### config.mk
export PLATFORM = sky130hd
export DESIGN_NAME = period_index_queue
export DESIGN_NICKNAME = d
export VERILOG_FILES = /design/src/rtl/pidxq_pkg.sv /design/src/rtl/pidxq_ring.sv /design/src/rtl/pidxq_avail.sv /design/src/rtl/pidxq_ctrl.sv /design/src/rtl/period_index_queue.sv
export SDC_FILE = /design/constraint.sdc
export NUM_CORES = 1
export LEC_CHECK = 0
export ABC_AREA = 1
export CORE_ASPECT_RATIO = 0.8
export CORE_MARGIN = 2
export CORE_UTILIZATION = 51
export CTS_CLUSTER_SIZE = 40
export DETAILED_ROUTE_END_ITERATION = 16
export HOLD_SLACK_MARGIN = 0.12
export PLACE_DENSITY = 0.73
export SLEW_MARGIN = 20
export SYNTH_ARGS = -nofsm -noshare
export SYNTH_HDL_FRONTEND = slang
export SYNTH_SLANG_ARGS = --single-unit
### constraint.sdc
create_clock -name clk -period 2 [get_ports clk]
set_clock_uncertainty 0.1 [all_clocks]
set_input_delay 0.2 -clock clk [delete_from_list [all_inputs] [get_ports clk]]
set_output_delay 0.2 -clock clk [all_outputs]
set_load 0.01 [all_outputs]
### src/rtl/pidxq_pkg.sv
package pidxq_pkg;
  typedef enum logic [1:0] {
    ST_OK       = 2'd0,
    ST_NODATA   = 2'd1,
    ST_BADSTATE = 2'd2
  } rsp_status_e;
endpackage

### src/rtl/pidxq_ring.sv
// Circular store of period indices with replace-oldest on a full push.
module pidxq_ring #(
  parameter int DEPTH = 8,
  parameter int IDX_W = 4,
  parameter int CNT_W = $clog2(DEPTH + 1)
) (
  input  logic             clk,
  input  logic             rst_n,
  input  logic             push,
  input  logic [IDX_W-1:0] push_idx,
  input  logic             pop,
  output logic [IDX_W-1:0] head_idx,
  output logic [CNT_W-1:0] occ,
  output logic             full,
  output logic             drop_evt
);
  localparam int PTR_W = (DEPTH > 1) ? $clog2(DEPTH) : 1;

  logic [IDX_W-1:0] slots [DEPTH];
  logic [PTR_W-1:0] rd_ptr, wr_ptr;

  function automatic logic [PTR_W-1:0] step(input logic [PTR_W-1:0] p);
    return (p == PTR_W'(DEPTH - 1)) ? '0 : p + PTR_W'(1);
  endfunction

  assign full     = (occ == CNT_W'(DEPTH));
  assign drop_evt = push & full & ~pop;
  assign head_idx = slots[rd_ptr];

  always_ff @(posedge clk) begin
    if (push) slots[wr_ptr] <= push_idx;
  end

  always_ff @(posedge clk) begin
    if (!rst_n) begin
      rd_ptr <= '0;
      wr_ptr <= '0;
      occ    <= '0;
    end else begin
      if (push) wr_ptr <= step(wr_ptr);
      if (pop || drop_evt) rd_ptr <= step(rd_ptr);
      if (push && !pop && !full) occ <= occ + CNT_W'(1);
      else if (pop && !push)     occ <= occ - CNT_W'(1);
    end
  end

  // a pop is only issued against a nonempty store
  p_pop_nonempty_r9: assert property (@(posedge clk) disable iff (!rst_n)
    pop |-> (occ != '0));
  // occupancy never exceeds the depth
  p_occ_bound_r3: assert property (@(posedge clk) disable iff (!rst_n)
    occ <= CNT_W'(DEPTH));
  // a replacing push keeps the store full
  p_full_stays_r3: assert property (@(posedge clk) disable iff (!rst_n)
    drop_evt |=> full);
endmodule

### src/rtl/pidxq_avail.sv
// Ready-period count and saturating drop counter, kept apart from the store.
module pidxq_avail #(
  parameter int DEPTH  = 8,
  parameter int CNT_W  = $clog2(DEPTH + 1),
  parameter int DROP_W = 16
) (
  input  logic              clk,
  input  logic              rst_n,
  input  logic              push,
  input  logic              pop,
  input  logic              at_cap,
  output logic [CNT_W-1:0]  avail,
  output logic [DROP_W-1:0] drops
);
  logic replace;
  assign replace = push & at_cap & ~pop;

  always_ff @(posedge clk) begin
    if (!rst_n) begin
      avail <= '0;
      drops <= '0;
    end else begin
      if (push && !pop && !at_cap) avail <= avail + CNT_W'(1);
      else if (pop && !push)       avail <= avail - CNT_W'(1);
      if (replace && (drops != '1)) drops <= drops + DROP_W'(1);
    end
  end

  // a replacing push leaves the count where it was
  p_count_hold_r3: assert property (@(posedge clk) disable iff (!rst_n)
    replace |=> (avail == $past(avail)));
  // each replacement is recorded until saturation
  p_drop_step_r3: assert property (@(posedge clk) disable iff (!rst_n)
    (replace && (drops != '1)) |=> (drops == $past(drops) + DROP_W'(1)));
  // an ordinary push raises the count
  p_push_grows_r2: assert property (@(posedge clk) disable iff (!rst_n)
    (push && !pop && !at_cap) |=> (avail == $past(avail) + CNT_W'(1)));
endmodule

### src/rtl/pidxq_ctrl.sv
// Request acceptance, wait timer and response register.
module pidxq_ctrl
  import pidxq_pkg::*;
#(
  parameter int IDX_W = 4,
  parameter int TMO_W = 16
) (
  input  logic             clk,
  input  logic             rst_n,
  input  logic             req_valid,
  input  logic [TMO_W-1:0] tmo_cfg,
  input  logic             avail_nz,
  input  logic             occ_nz,
  input  logic [IDX_W-1:0] head_idx,
  output logic             req_ready,
  output logic             pop,
  output logic             rsp_valid,
  output logic [IDX_W-1:0] rsp_idx,
  output rsp_status_e      rsp_status
);
  logic             pending;
  logic [TMO_W-1:0] wait_cnt, tmo_q;
  logic             accept, active, bad, give_up, finish;

  assign req_ready = ~pending;
  assign accept    = req_valid & ~pending;
  assign active    = accept | pending;
  assign pop       = active & avail_nz & occ_nz;
  assign bad       = active & avail_nz & ~occ_nz;
  assign give_up   = ~avail_nz & ((accept & (tmo_cfg == '0)) |
                                  (pending & (wait_cnt >= tmo_q)));
  assign finish    = pop | bad | give_up;

  always_ff @(posedge clk) begin
    if (!rst_n) begin
      pending    <= 1'b0;
      wait_cnt   <= '0;
      tmo_q      <= '0;
      rsp_valid  <= 1'b0;
      rsp_idx    <= '0;
      rsp_status <= ST_OK;
    end else begin
      rsp_valid <= finish;
      if (pop)          rsp_status <= ST_OK;
      else if (bad)     rsp_status <= ST_BADSTATE;
      else if (give_up) rsp_status <= ST_NODATA;
      if (pop) rsp_idx <= head_idx;
      if (finish)      pending <= 1'b0;
      else if (accept) pending <= 1'b1;
      if (accept) begin
        wait_cnt <= TMO_W'(1);
        tmo_q    <= tmo_cfg;
      end else if (pending) begin
        wait_cnt <= wait_cnt + TMO_W'(1);
      end
    end
  end

  // a no-data answer follows an edge with nothing ready
  p_nodata_empty_r7: assert property (@(posedge clk) disable iff (!rst_n)
    (rsp_valid && rsp_status == ST_NODATA) |-> !$past(avail_nz));
  // the wait counter never passes the latched limit
  p_wait_bound_r7: assert property (@(posedge clk) disable iff (!rst_n)
    pending |-> (wait_cnt <= tmo_q));
  // a waiting request is served as soon as data appears
  p_serve_prompt_r6: assert property (@(posedge clk) disable iff (!rst_n)
    (pending && avail_nz && occ_nz) |=> (rsp_valid && rsp_status == ST_OK));
  // a response ends the outstanding request
  p_rsp_clears_r10: assert property (@(posedge clk) disable iff (!rst_n)
    (pending && finish) |=> req_ready);
endmodule

### src/rtl/period_index_queue.sv
module period_index_queue
  import pidxq_pkg::*;
#(
  parameter int DEPTH       = 8,
  parameter int NUM_PERIODS = 16,
  parameter int TMO_W       = 16,
  parameter int DROP_W      = 16,
  parameter int IDX_W       = (NUM_PERIODS > 1) ? $clog2(NUM_PERIODS) : 1,
  parameter int CNT_W       = $clog2(DEPTH + 1)
) (
  input  logic              clk,
  input  logic              rst_n,
  input  logic              push_valid,
  input  logic [IDX_W-1:0]  push_idx,
  input  logic              req_valid,
  output logic              req_ready,
  input  logic [TMO_W-1:0]  tmo_cycles,
  output logic              rsp_valid,
  output logic [IDX_W-1:0]  rsp_idx,
  output logic [1:0]        rsp_status,
  output logic [CNT_W-1:0]  avail_count,
  output logic [DROP_W-1:0] drop_count
);
  logic [IDX_W-1:0] head_idx;
  logic [CNT_W-1:0] occ;
  logic             full, drop_evt, pop;
  rsp_status_e      status_e;

  pidxq_ring #(.DEPTH(DEPTH), .IDX_W(IDX_W), .CNT_W(CNT_W)) u_ring (
    .clk(clk), .rst_n(rst_n), .push(push_valid), .push_idx(push_idx),
    .pop(pop), .head_idx(head_idx), .occ(occ), .full(full), .drop_evt(drop_evt)
  );

  pidxq_avail #(.DEPTH(DEPTH), .CNT_W(CNT_W), .DROP_W(DROP_W)) u_avail (
    .clk(clk), .rst_n(rst_n), .push(push_valid), .pop(pop), .at_cap(full),
    .avail(avail_count), .drops(drop_count)
  );

  pidxq_ctrl #(.IDX_W(IDX_W), .TMO_W(TMO_W)) u_ctrl (
    .clk(clk), .rst_n(rst_n), .req_valid(req_valid), .tmo_cfg(tmo_cycles),
    .avail_nz(avail_count != '0), .occ_nz(occ != '0), .head_idx(head_idx),
    .req_ready(req_ready), .pop(pop), .rsp_valid(rsp_valid),
    .rsp_idx(rsp_idx), .rsp_status(status_e)
  );

  assign rsp_status = status_e;

  // ready count and store occupancy agree
  p_count_agree_r9: assert property (@(posedge clk) disable iff (!rst_n)
    avail_count == occ);
  // bad-state code never produced
  p_no_badstate_r9: assert property (@(posedge clk) disable iff (!rst_n)
    rsp_valid |-> (rsp_status != 2'd2));
  // a drop event is visible as a replacement at the ports
  p_drop_port_r3: assert property (@(posedge clk) disable iff (!rst_n)
    drop_evt |-> (avail_count == CNT_W'(DEPTH)));
endmodule

### Yosys cells after proc, flatten, opt, wreduce, memory -nomap -nowiden

Memories as Yosys holds them, arrays and structs flattened. A register that Yosys moved wholly into a read port is not among the register bits.
Index checks and enable logic that the tools add are counted.

| storage, ports and cells | value |
|---|---|
| register bits after elaboration | 66 |
| latch bits | 0 |
| memory bits (writable) | 32 |
| ROM bits | 0 |
| input bits | 24 |
| output and inout bits | 28 |
| memories | 1 |

Memory list:

| memory | depth | width | read ports | clocked after Yosys merged registers in | write ports | RTL line | text |
|---|---|---|---|---|---|---|---|
| u_ring.slots | 8 | 4 | 1 | 1 | 1 | pidxq_ring.sv:19 | `logic [IDX_W-1:0] slots [DEPTH];` |

| operators by class | value |
|---|---|
| add/subtract/negate cells | 8 |
| multipliers | 0 |
| divide/modulo/power cells | 0 |
| order comparisons | 1 |
| equal/unequal tests | 4 |
| shift operators | 0 |
| mux-type cells | 12 |
| bitwise logic cells | 18 |
| reduce and logical (&&, ||, !) cells | 19 |

Operators by type and width:

| cell | number |
|---|---|
| 16-bit by 1-bit adder with 16-bit output, second input constant | 2 |
| 16-bit >= comparator | 1 |
| 16-bit logical NOT | 1 |
| 4-bit two-way mux | 4 |
| 16-bit inequality test, second input constant | 1 |
| 1-bit bitwise AND | 9 |
| 4-bit by 1-bit adder with 4-bit output, second input constant | 2 |
| 4-bit nonzero test | 2 |
| 4-bit by 1-bit subtractor with 4-bit output, second input constant | 2 |
| 3-bit by 1-bit adder with 3-bit output, second input constant | 2 |
| 3-bit == test, second input constant | 2 |
| 3-bit two-way mux | 2 |
| 2-bit nonzero test | 3 |
| 2-bit OR reduction | 3 |
| 1-bit inverter | 5 |
| 4-bit == test, second input constant | 1 |
| 1-bit logical AND | 4 |
| 1-bit logical NOT | 4 |
| 1-bit two-way mux | 4 |
| 2-bit two-way mux | 2 |
| 1-bit OR | 4 |
| 3-bit OR reduction | 1 |
| 1-bit logical OR | 1 |

### Logic depth before layout (Yosys ltp)

Gate-level depths: netlist (run 1).

| depth | value |
|---|---|
| word-level depth | 9 |
| gate-level depth with buffers | 16 |
| gate-level depth less buffers | 16 |

### Hierarchy

Synthesis (run 1) repeated with hierarchy kept, for this count alone.

| second synthesis, totals | value |
|---|---|
| cell total of the unflattened synthesis | 648 |
| area total of the unflattened synthesis | 5198.7 um^2 |

By module, submodules not included:

| module | times used | cells an instance | area an instance (um^2) | sequential area each (um^2) |
|---|---|---|---|---|
| pidxq_ctrl | 1 | 276 | 2047.0 | 800.8 |
| pidxq_ring | 1 | 182 | 1933.1 | 1221.2 |
| pidxq_avail | 1 | 184 | 1196.1 | 400.4 |
| period_index_queue | 1 | 6 | 22.5 | 0.0 |

### Worst setup path before layout (run 1)

Ideal clock, no wire load.

| path | value |
|---|---|
| kind | reg-to-reg |
| start | register u_ctrl.pending |
| end | register u_avail.avail[3] |
| setup time | 0.115 ns |
| arrival time | 1.875 ns |
| data required time | 1.785 ns |
| path slack | -0.090 ns |
| cell stages (with the launch flop) | 15 |
| period minus slack after synthesis | 2.090 ns |
| cell sequence | dfxtp_1 -> buf_6 -> nor2_4 -> inv_2 -> nand2_2 -> inv_2 -> nand2_4 -> nand3_2 -> ha_1 -> nand2_1 -> nor2_1 -> a211oi_1 -> nand3_1 -> a21oi_1 -> nor2_1 |

| between the ends | value |
|---|---|
| longest elaborated chain between the ends | 9 |
| elaborated cells on any way between the ends | 11 |

Ends and longest elaborated chain:

| item | RTL line | text |
|---|---|---|
| start: declaration | pidxq_ctrl.sv:21 | `logic pending;` |
| start signal: assignment | pidxq_ctrl.sv:36 | `pending <= 1'b0;` |
| start signal: assignment | pidxq_ctrl.sv:48 | `if (finish) pending <= 1'b0;` |
| start signal: assignment | pidxq_ctrl.sv:49 | `else if (accept) pending <= 1'b1;` |
| 1-bit inverter | pidxq_ctrl.sv:26 | `assign accept = req_valid & ~pending;` |
| 1-bit bitwise AND | pidxq_ctrl.sv:26 |  |
| 1-bit OR * | pidxq_ctrl.sv:27 | `assign active = accept \| pending;` |
| 1-bit bitwise AND * (2 in series) | pidxq_ctrl.sv:28 | `assign pop = active & avail_nz & occ_nz;` |
| 1-bit logical NOT | pidxq_avail.sv:23 | `if (push && !pop && !at_cap) avail <= avail + CNT_W'(1);` |
| 1-bit logical AND (2 in series) | pidxq_avail.sv:23 |  |
| 4-bit two-way mux / 2-bit nonzero test (equally long branches) | -- |  |
| end signal: assignment | pidxq_avail.sv:23 |  |
| end signal: assignment | pidxq_avail.sv:24 | `else if (pop && !push) avail <= avail - CNT_W'(1);` |
| end: declaration | pidxq_avail.sv:12 | `output logic [CNT_W-1:0] avail,` |

Every way passes the cells marked *; elsewhere a longest branch is shown, timed or not.
A chain may end at the register's enable or synchronous reset.

### Worst setup path after layout (run 1)

| path | value |
|---|---|
| start | register u_avail.avail[2] |
| end | register u_avail.avail[3] |

| between the ends | value |
|---|---|
| longest elaborated chain between the ends | 7 |
| elaborated cells on any way between the ends | 12 |

Ends and longest elaborated chain:

| item | RTL line | text |
|---|---|---|
| 4-bit nonzero test | period_index_queue.sv:41 | `.avail_nz(avail_count != '0), .occ_nz(occ != '0), .head_idx(head_idx),` |
| 1-bit bitwise AND (2 in series) | pidxq_ctrl.sv:28 |  |
| 1-bit logical NOT | pidxq_avail.sv:23 |  |
| 1-bit logical AND (2 in series) | pidxq_avail.sv:23 |  |
| 4-bit two-way mux / 2-bit nonzero test (equally long branches) | -- |  |

Parallel ways exist; a longest one is shown, timed or not. The select of a mux whose other input is x is not followed.

==> results of run 1 <==
[worst min-delay path by stage]
stage / cells after the start / endpoint / slack (ps) / from
after detailed placement: 2 / u_ctrl.rsp_idx[1] / 350 / u_ctrl.rsp_idx[1]
after global routing: 3 / u_ctrl.tmo_q[12] / 330 / tmo_cycles[12]
after CTS: 3 / u_ctrl.tmo_q[12] / 310 / tmo_cycles[12]
after global placement: 2 / u_ctrl.rsp_idx[3] / 340 / u_ctrl.rsp_idx[3]
final: 3 / u_ctrl.tmo_q[12] / 320 / tmo_cycles[12]
after floorplan: 0 / u_ring.slots[0][0] / 200 / push_idx[0]
[sequential cells by signal, indices dropped and copies added, names as in the netlist]
name               cells
u_ring.slots          32
u_avail.drops         16
u_ctrl.tmo_q          16
u_ctrl.wait_cnt       16
u_avail.avail          4
u_ctrl.rsp_idx         4
u_ring.occ             4
u_ring.rd_ptr          3
u_ring.wr_ptr          3
u_ctrl.rsp_status      2
u_ctrl.pending         1
u_ctrl.rsp_valid       1
[cell type report]
cell class / count / area share
Clock buffer: 10 / 0.0367
Tap cell: 119 / 0.0239
Sequential cell: 102 / 0.379
Timing Repair Buffer: 88 / 0.128
Multi-Input combinational cell: 394 / 0.374
Clock inverter: 6 / 0.0140
Inverter: 72 / 0.0439
[per-layer routing]
layer	share of wire	routed length, microns
met2	0.46	5270
met1	0.46	5330
met3	0.064	731
met5	0	0
met4	0.014	157
[worst reg2reg max path, stage by stage, from the launching register on]
cell and delay, ps:
dfxtp_2 330, nor2_2 110, nand3_2 110, nand2_2 100, inv_2 50, nand2_4 60
nand3_4 150, ha_4 350, nand2_4 60, nor2_4 70, a211oi_2 50, or2_1 260
a21oi_2 130, nor2_1 60
[cells in the mapped netlist (2+ instances only)]
| master | number |
|---|---|
| nand2_1 | 80 |
| dfxtp_1 | 70 |
| inv_1 | 66 |
| a21oi_1 | 62 |
| nor2_1 | 56 |
| o21ai_0 | 51 |
| edfxtp_1 | 32 |
| nand3_1 | 29 |
| ha_1 | 26 |
| clkbuf_1 | 12 |
| nor3_1 | 12 |
| xor2_1 | 11 |
| nand4_1 | 9 |
| mux2i_1 | 8 |
| o221ai_1 | 8 |
| xnor2_1 | 6 |
| inv_2 | 5 |
| nand2_2 | 5 |
| a211oi_1 | 4 |
| nor4_1 | 3 |
| o21ai_1 | 3 |
| and3_1 | 2 |
| buf_2 | 2 |
| buf_4 | 2 |
| buf_6 | 2 |
| fa_1 | 2 |
| nor2_2 | 2 |
| nor3_2 | 2 |
| or2_0 | 2 |
| or2_1 | 2 |
| or2_2 | 2 |
[kinds of logic (layout without fill, tap and decap cells)]
group,count (synthesis),after routing
and+or+nand+nor,211,211
AOI/OAI and AO/OA,130,130
DFF,102,102
buffers and inverters,90,176
adders and majority gates,28,28
xor gates and xnor gates,17,17
muxes,8,8
[layout by cell type, fill, tap and decap left out, types with 3 or more instances in the layout]
cell	Yosys	final
nor4_1	3	3
nor2_1	56	54
xnor2_1	6	6
ha_1	26	23
nand2_1	80	79
nand3_1	29	28
clkdlybuf4s50_1	0	51
nor3_1	12	12
dfxtp_1	70	67
clkbuf_16	0	9
nand2_2	5	5
ha_4	0	3
edfxtp_1	32	32
xor2_1	11	11
clkinvlp_4	0	4
o21ai_0	51	51
nand4_1	9	9
inv_2	5	6
o221ai_1	8	8
buf_4	2	36
o21ai_1	3	3
nor2_2	2	3
a211oi_1	4	3
mux2i_1	8	8
a21oi_1	62	60
dfxtp_2	0	3
inv_1	66	64
[what timing repair did]
item                                    4_1_cts  5_1_grt
endpoints found under the setup margin        4        7
buffers inserted                              2        1
cloned                                        0        0
hold buffers                                  0        0
resized for setup                             6        8
pin swaps                                     8       10
[power groups by stage]
stage | clock network, mW | registers (mW) | logic (mW)
global route | 1.98 | 2.53 | 2.50
CTS | 1.90 | 2.50 | 2.13
floorplan | 0 | 2.58 | 1.19
global placement | 0 | 2.53 | 1.94
finish | 1.87 | 2.50 | 2.26
detailed placement | 0 | 2.54 | 2.03
[stage by stage]
step,power (mW),area (sq um)
2_1_floorplan,3.77,5000
3_3_place_gp,4.46,5840
3_5_place_dp,4.56,5840
4_1_cts,6.53,6190
5_1_grt,7.00,6240
6_report,6.63,6240
==> impl_metrics.ini, run 1 <==
[sta]
grt_setup_unrepaired = yes
tns_ps = -112
final_max_slew_viol_count = 0
min_period_ps = 2070
finalWorstSetupSlack_ps = -73.5
fin_crit_sh = 1.04
relSlewSlack = 0.636
worstMarginPinSlew_ps = 545
setup-violations-final = 2
fmax_mhz = 482
final-hold-violation-count = 0
holdWs_ps = 321

[logic_synthesis]
synth_seq_cells = 102
synth_edf_count = 32
syn_area_per_cell_sq_um = 8.50
synth_xor_area_frac = 0.0299
synth_nets = 638
synth_cells = 586
yosys.area.top_type_share = 0.281
synth.distinct_cells = 39
muxShareOfSynthArea = 0.0161
synth_area_leaders = dfxtp_1 28%, edfxtp_1 19%, ha_1 6.5%
synthAdderAreaFrac = 0.0734
synth_compound_area_frac = 0.140
yosysSeqAreaShare = 0.474
synthSimpleGateAreaFrac = 0.194
synth-warning-count = 0
yosysTopAreaCell = dfxtp_1
ys.flop_type = dfxtp_1
synth_top_family_by_area = simple AND/OR/NAND/NOR gates
synthesis.area_sq_um = 4980
ys_async_sr_fraction = 0

[critical_path]
worstPathRequired_ps = 2140
worstSetupEndpoint = u_avail.avail[3]
crit_top_cell = nand2_4
r2r_start = u_avail.avail[2]
critical-path-max-stage-delay_ps = 350
r2r_end = u_avail.avail[3]
cp_num_cells = 13
startpoint = u_avail.avail[2]
arrival_ps = 2210
worstPathCellList = nor2_2 > nand3_2 > nand2_2 > inv_2 > nand2_4 > nand3_4 > ha_4 > nand2_4 > nor2_4 > a211oi_2 > or2_1 > a21oi_2 > nor2_1
crit_path_end_kind = register
crit_type = reg -> reg
start_kind = register
critPathSlowestCell = ha_4
rrSetupSlack_ps = -70
critPathTopFamily = simple AND/OR/NAND/NOR gates
crit_fanout = 7
path_buf_inv = 1
r2r_cells = 13

[finish]
regArea_sq_um = 2370
multi_input_area_sq_um = 2330
fill_cells = 788
postLayoutCoreUtil = 0.652
instances_no_fill = 791
syn_to_final_growth_pct = 25.3
nNetsFinal = 719
antenna_cells = 0
drive_gt1_frac = 0.129

[place]
dp_cells = 772
place_ws_ps = -455
place_hpwl_microns = 8110
gp_congestion = 0.838
port_buffers = 51

[drt]
drt-initial-drc-count = 282
drc = 0
routedWlPerCell_microns = 14.5
viasPerCell = 5.35
wl_microns = 11500
firstDrtPassIters = 5
ant_nets = 0
vias = 4233

[flow_run]
drv_cap = 0

[global_route]
grt_pass1_vias = 4132
track_usage = 0.228
overflow = 0
grt_max_degree = 37
grt.met2_usage = 0.360
gr-usage-met1 = 0.296
grtUsageMet3 = 0.0772
grt_first_pass_wirelength_microns = 19000
top_usage_layer = met2
antenna_found_initial = 0

[clock_network]
cts.htree.levels = 3
cts_tree = yes
tritoncts.num_buffers = 9
clock_path_buffers = 2
clkTransAtPathRegs_ps = 70
insertion_delay_ps = 350
cts_sinks = 102
cts_root_buffer = clkbuf_16

[status]
outcome = finished with violations
failed_checks = negative setup slack

[floorplan]
rows = 32
fp.dieH_microns = 92.4
coreArea_sq_um = 9570
initial_core_util = 0.520
ios = 52
fp.dieArea_sq_um = 10600
die_w_microns = 114

[power_and_ir_drop]
peakVddDrop_v = 0.000525
cellLeakagePower_nw = 2.45
switching_share = 0.325
power_switching_mw = 2.15
combinationalPowerShare = 0.341
clkPwrFrac = 0.282
power_density_nw_per_um2 = 1060
intPower_mw = 4.48
power_frac_seq = 0.377

[worst_hold_path]
hold_class = in -> reg
No activity file was read; power rests on OpenSTA's default activity.
==> run 2, diff against run 1 <==
GPL_ROUTABILITY_DRIVEN = 0   (was unset)
RECOVER_POWER = 50   (was unset)
==> run 2 against run 1 <==
The run still ends with negative setup slack left. Die area is the same. Combinational power is essentially flat. Sequential share of layout area grew 0.13 points. First-iteration DRC count grew 13%. Via count grew 0.90%. Core utilization shrank 0.22 points. Global-route usage is the same. Non-clock buffer count is the same. Worst setup slack lost 1.1 ps. Clock-buffer cell count is the same. Largest cell class unchanged.
==> impl_metrics.ini, run 2 (synthesis results as in run 1) <==
[power_and_ir_drop]
power_density_nw_per_um2 = 1060
power_frac_seq = 0.379
peakVddDrop_v = 0.000524
p_total_mw = 6.59
cellLeakagePower_nw = 2.45
switching_share = 0.325
intPower_mw = 4.45
combinationalPowerShare = 0.338
power_switching_mw = 2.14
clkPwrFrac = 0.282

[floorplan]
ios = 52
fp.dieArea_sq_um = 10600
die_w_microns = 114
rows = 32
initial_core_util = 0.520
fp.dieH_microns = 92.4
coreArea_sq_um = 9570

[clock_network]
clock_path_buffers = 2
cts_tree = yes
cts_hold_buf = 0
cts_sinks = 102
tritoncts.num_buffers = 9
clkTransAtPathRegs_ps = 70
insertion_delay_ps = 350
cts.htree.levels = 3
cts_root_buffer = clkbuf_16

[place]
place_ws_ps = -455
place_hpwl_microns = 8110
port_buffers = 51

[sta]
holdWs_ps = 321
finalWorstSetupSlack_ps = -74.6
min_period_ps = 2070
relSlewSlack = 0.642
grt_setup_unrepaired = yes
worstMarginPinSlew_ps = 536
final_max_slew_viol_count = 0
fmax_mhz = 482
final-hold-violation-count = 0
setup-violations-final = 2
fin_crit_sh = 1.04

[global_route]
grt_first_pass_wirelength_microns = 19000
grt_pass1_vias = 4132
antenna_found_initial = 0
track_usage = 0.228
grt_max_degree = 37
overflow = 0

[finish]
largest_register = u_ring.slots
final_common_cell = nand2_1
syn_to_final_growth_pct = 24.9
postLayoutCoreUtil = 0.650
final_cell_mix = 79 x nand2_1, 67 x dfxtp_1, 64 x inv_1
nNetsFinal = 719
regArea_sq_um = 2370
fill_cells = 799
antenna_cells = 0
multi_input_area_sq_um = 2330
drive_gt1_frac = 0.121
largest_reg_flops = 32

[flow_run]
drv_cap = 0

[status]
outcome = finished with violations
failed_checks = negative setup slack

[critical_path]
worstPathCellList = nor2_2 > nand3_2 > nand2_2 > inv_2 > nand2_4 > nand3_4 > ha_4 > nand2_4 > nor2_4 > a211oi_2 > or2_1 > a21oi_2 > nor2_1
crit_path_end_kind = register
crit_type = reg -> reg
crit_fanout = 7
crit_top_cell = nand2_4
critical-path-max-stage-delay_ps = 350
arrival_ps = 2210
startpoint = u_avail.avail[2]
start_kind = register
critPathSlowestCell = ha_4
r2r_start = u_avail.avail[2]
worstPathRequired_ps = 2140

[worst_hold_path]
holdCritStartpoint = tmo_cycles[12]
hold_class = in -> reg

[drt]
vias = 4271
routedWlPerCell_microns = 14.5
ant_nets = 0
viasPerCell = 5.40
drc = 0
firstDrtPassIters = 5
drt-initial-drc-count = 318
wl_microns = 11500
[run 2: cell count changes in the layout (fill, tap and decap cells not counted)]
cell / before / now
nor2_2: 3 / 2
dlygate4sd3_1: 0 / 11
clkdlybuf4s50_1: 51 / 40
clkbuf_1: 1 / 6
buf_4: 36 / 31
nor2_1: 54 / 55
[run 2: layer usage]
metal / global-route usage / wire length [microns]
met1: 0.296 / 5310
met5: 0 / 0
met4: 0.0691 / 157
met3: 0.0772 / 761
met2: 0.360 / 5250
[run 2: area by class of cell]
class,count,area share
Multi-Input combinational cell,394,0.375
Timing Repair Buffer,88,0.126
Sequential cell,102,0.380
Inverter,72,0.0441
Clock buffer,10,0.0368
Clock inverter,6,0.0141
Tap cell,119,0.0239
[run 2: power groups by stage]
stage / logic [mW] / clock network (mW) / registers (mW)
after detailed placement: 2.03 / 0 / 2.54
after floorplan: 1.19 / 0 / 2.58
after CTS: 2.13 / 1.90 / 2.50
after global routing: 2.46 / 1.98 / 2.52
final: 2.23 / 1.86 / 2.50
after global placement: 1.94 / 0 / 2.53
[run 2: stage by stage]
step                cells  setup TNS, ps  cell area (sq um)
floorplan             586              0               5000
global placement      772          -1380               5840
detailed placement    772          -1920               5840
CTS                   790          -96.1               6190
global route          791          -1660               6220
finish                791           -111               6220
[run 2: worst paths after layout]
path,depth (start not counted),to,slack [ps]
max reg2reg,13,u_avail.avail[3],-70
min reg2reg,2,u_ctrl.rsp_idx[1],350
min,3,u_ctrl.tmo_q[12],320
max,13,u_avail.avail[3],-70
[run 2: timing repair]
| action | CTS | global route |
|---|---|---|
| hold endpoints to repair | 0 | 0 |
| buffers inserted | 2 | 1 |
| gates resized for setup | 6 | 8 |
| pin swaps | 8 | 10 |
| endpoints found under the setup margin | 4 | 7 |
[run 2: worst max-delay path: cells and delay by family (launching register included)]
kind            cells  cell delay, ps
fa+ha+maj           1             350
compound gates      2             180
simple gates        9             970
flops               1             330
buf+inv             1              50
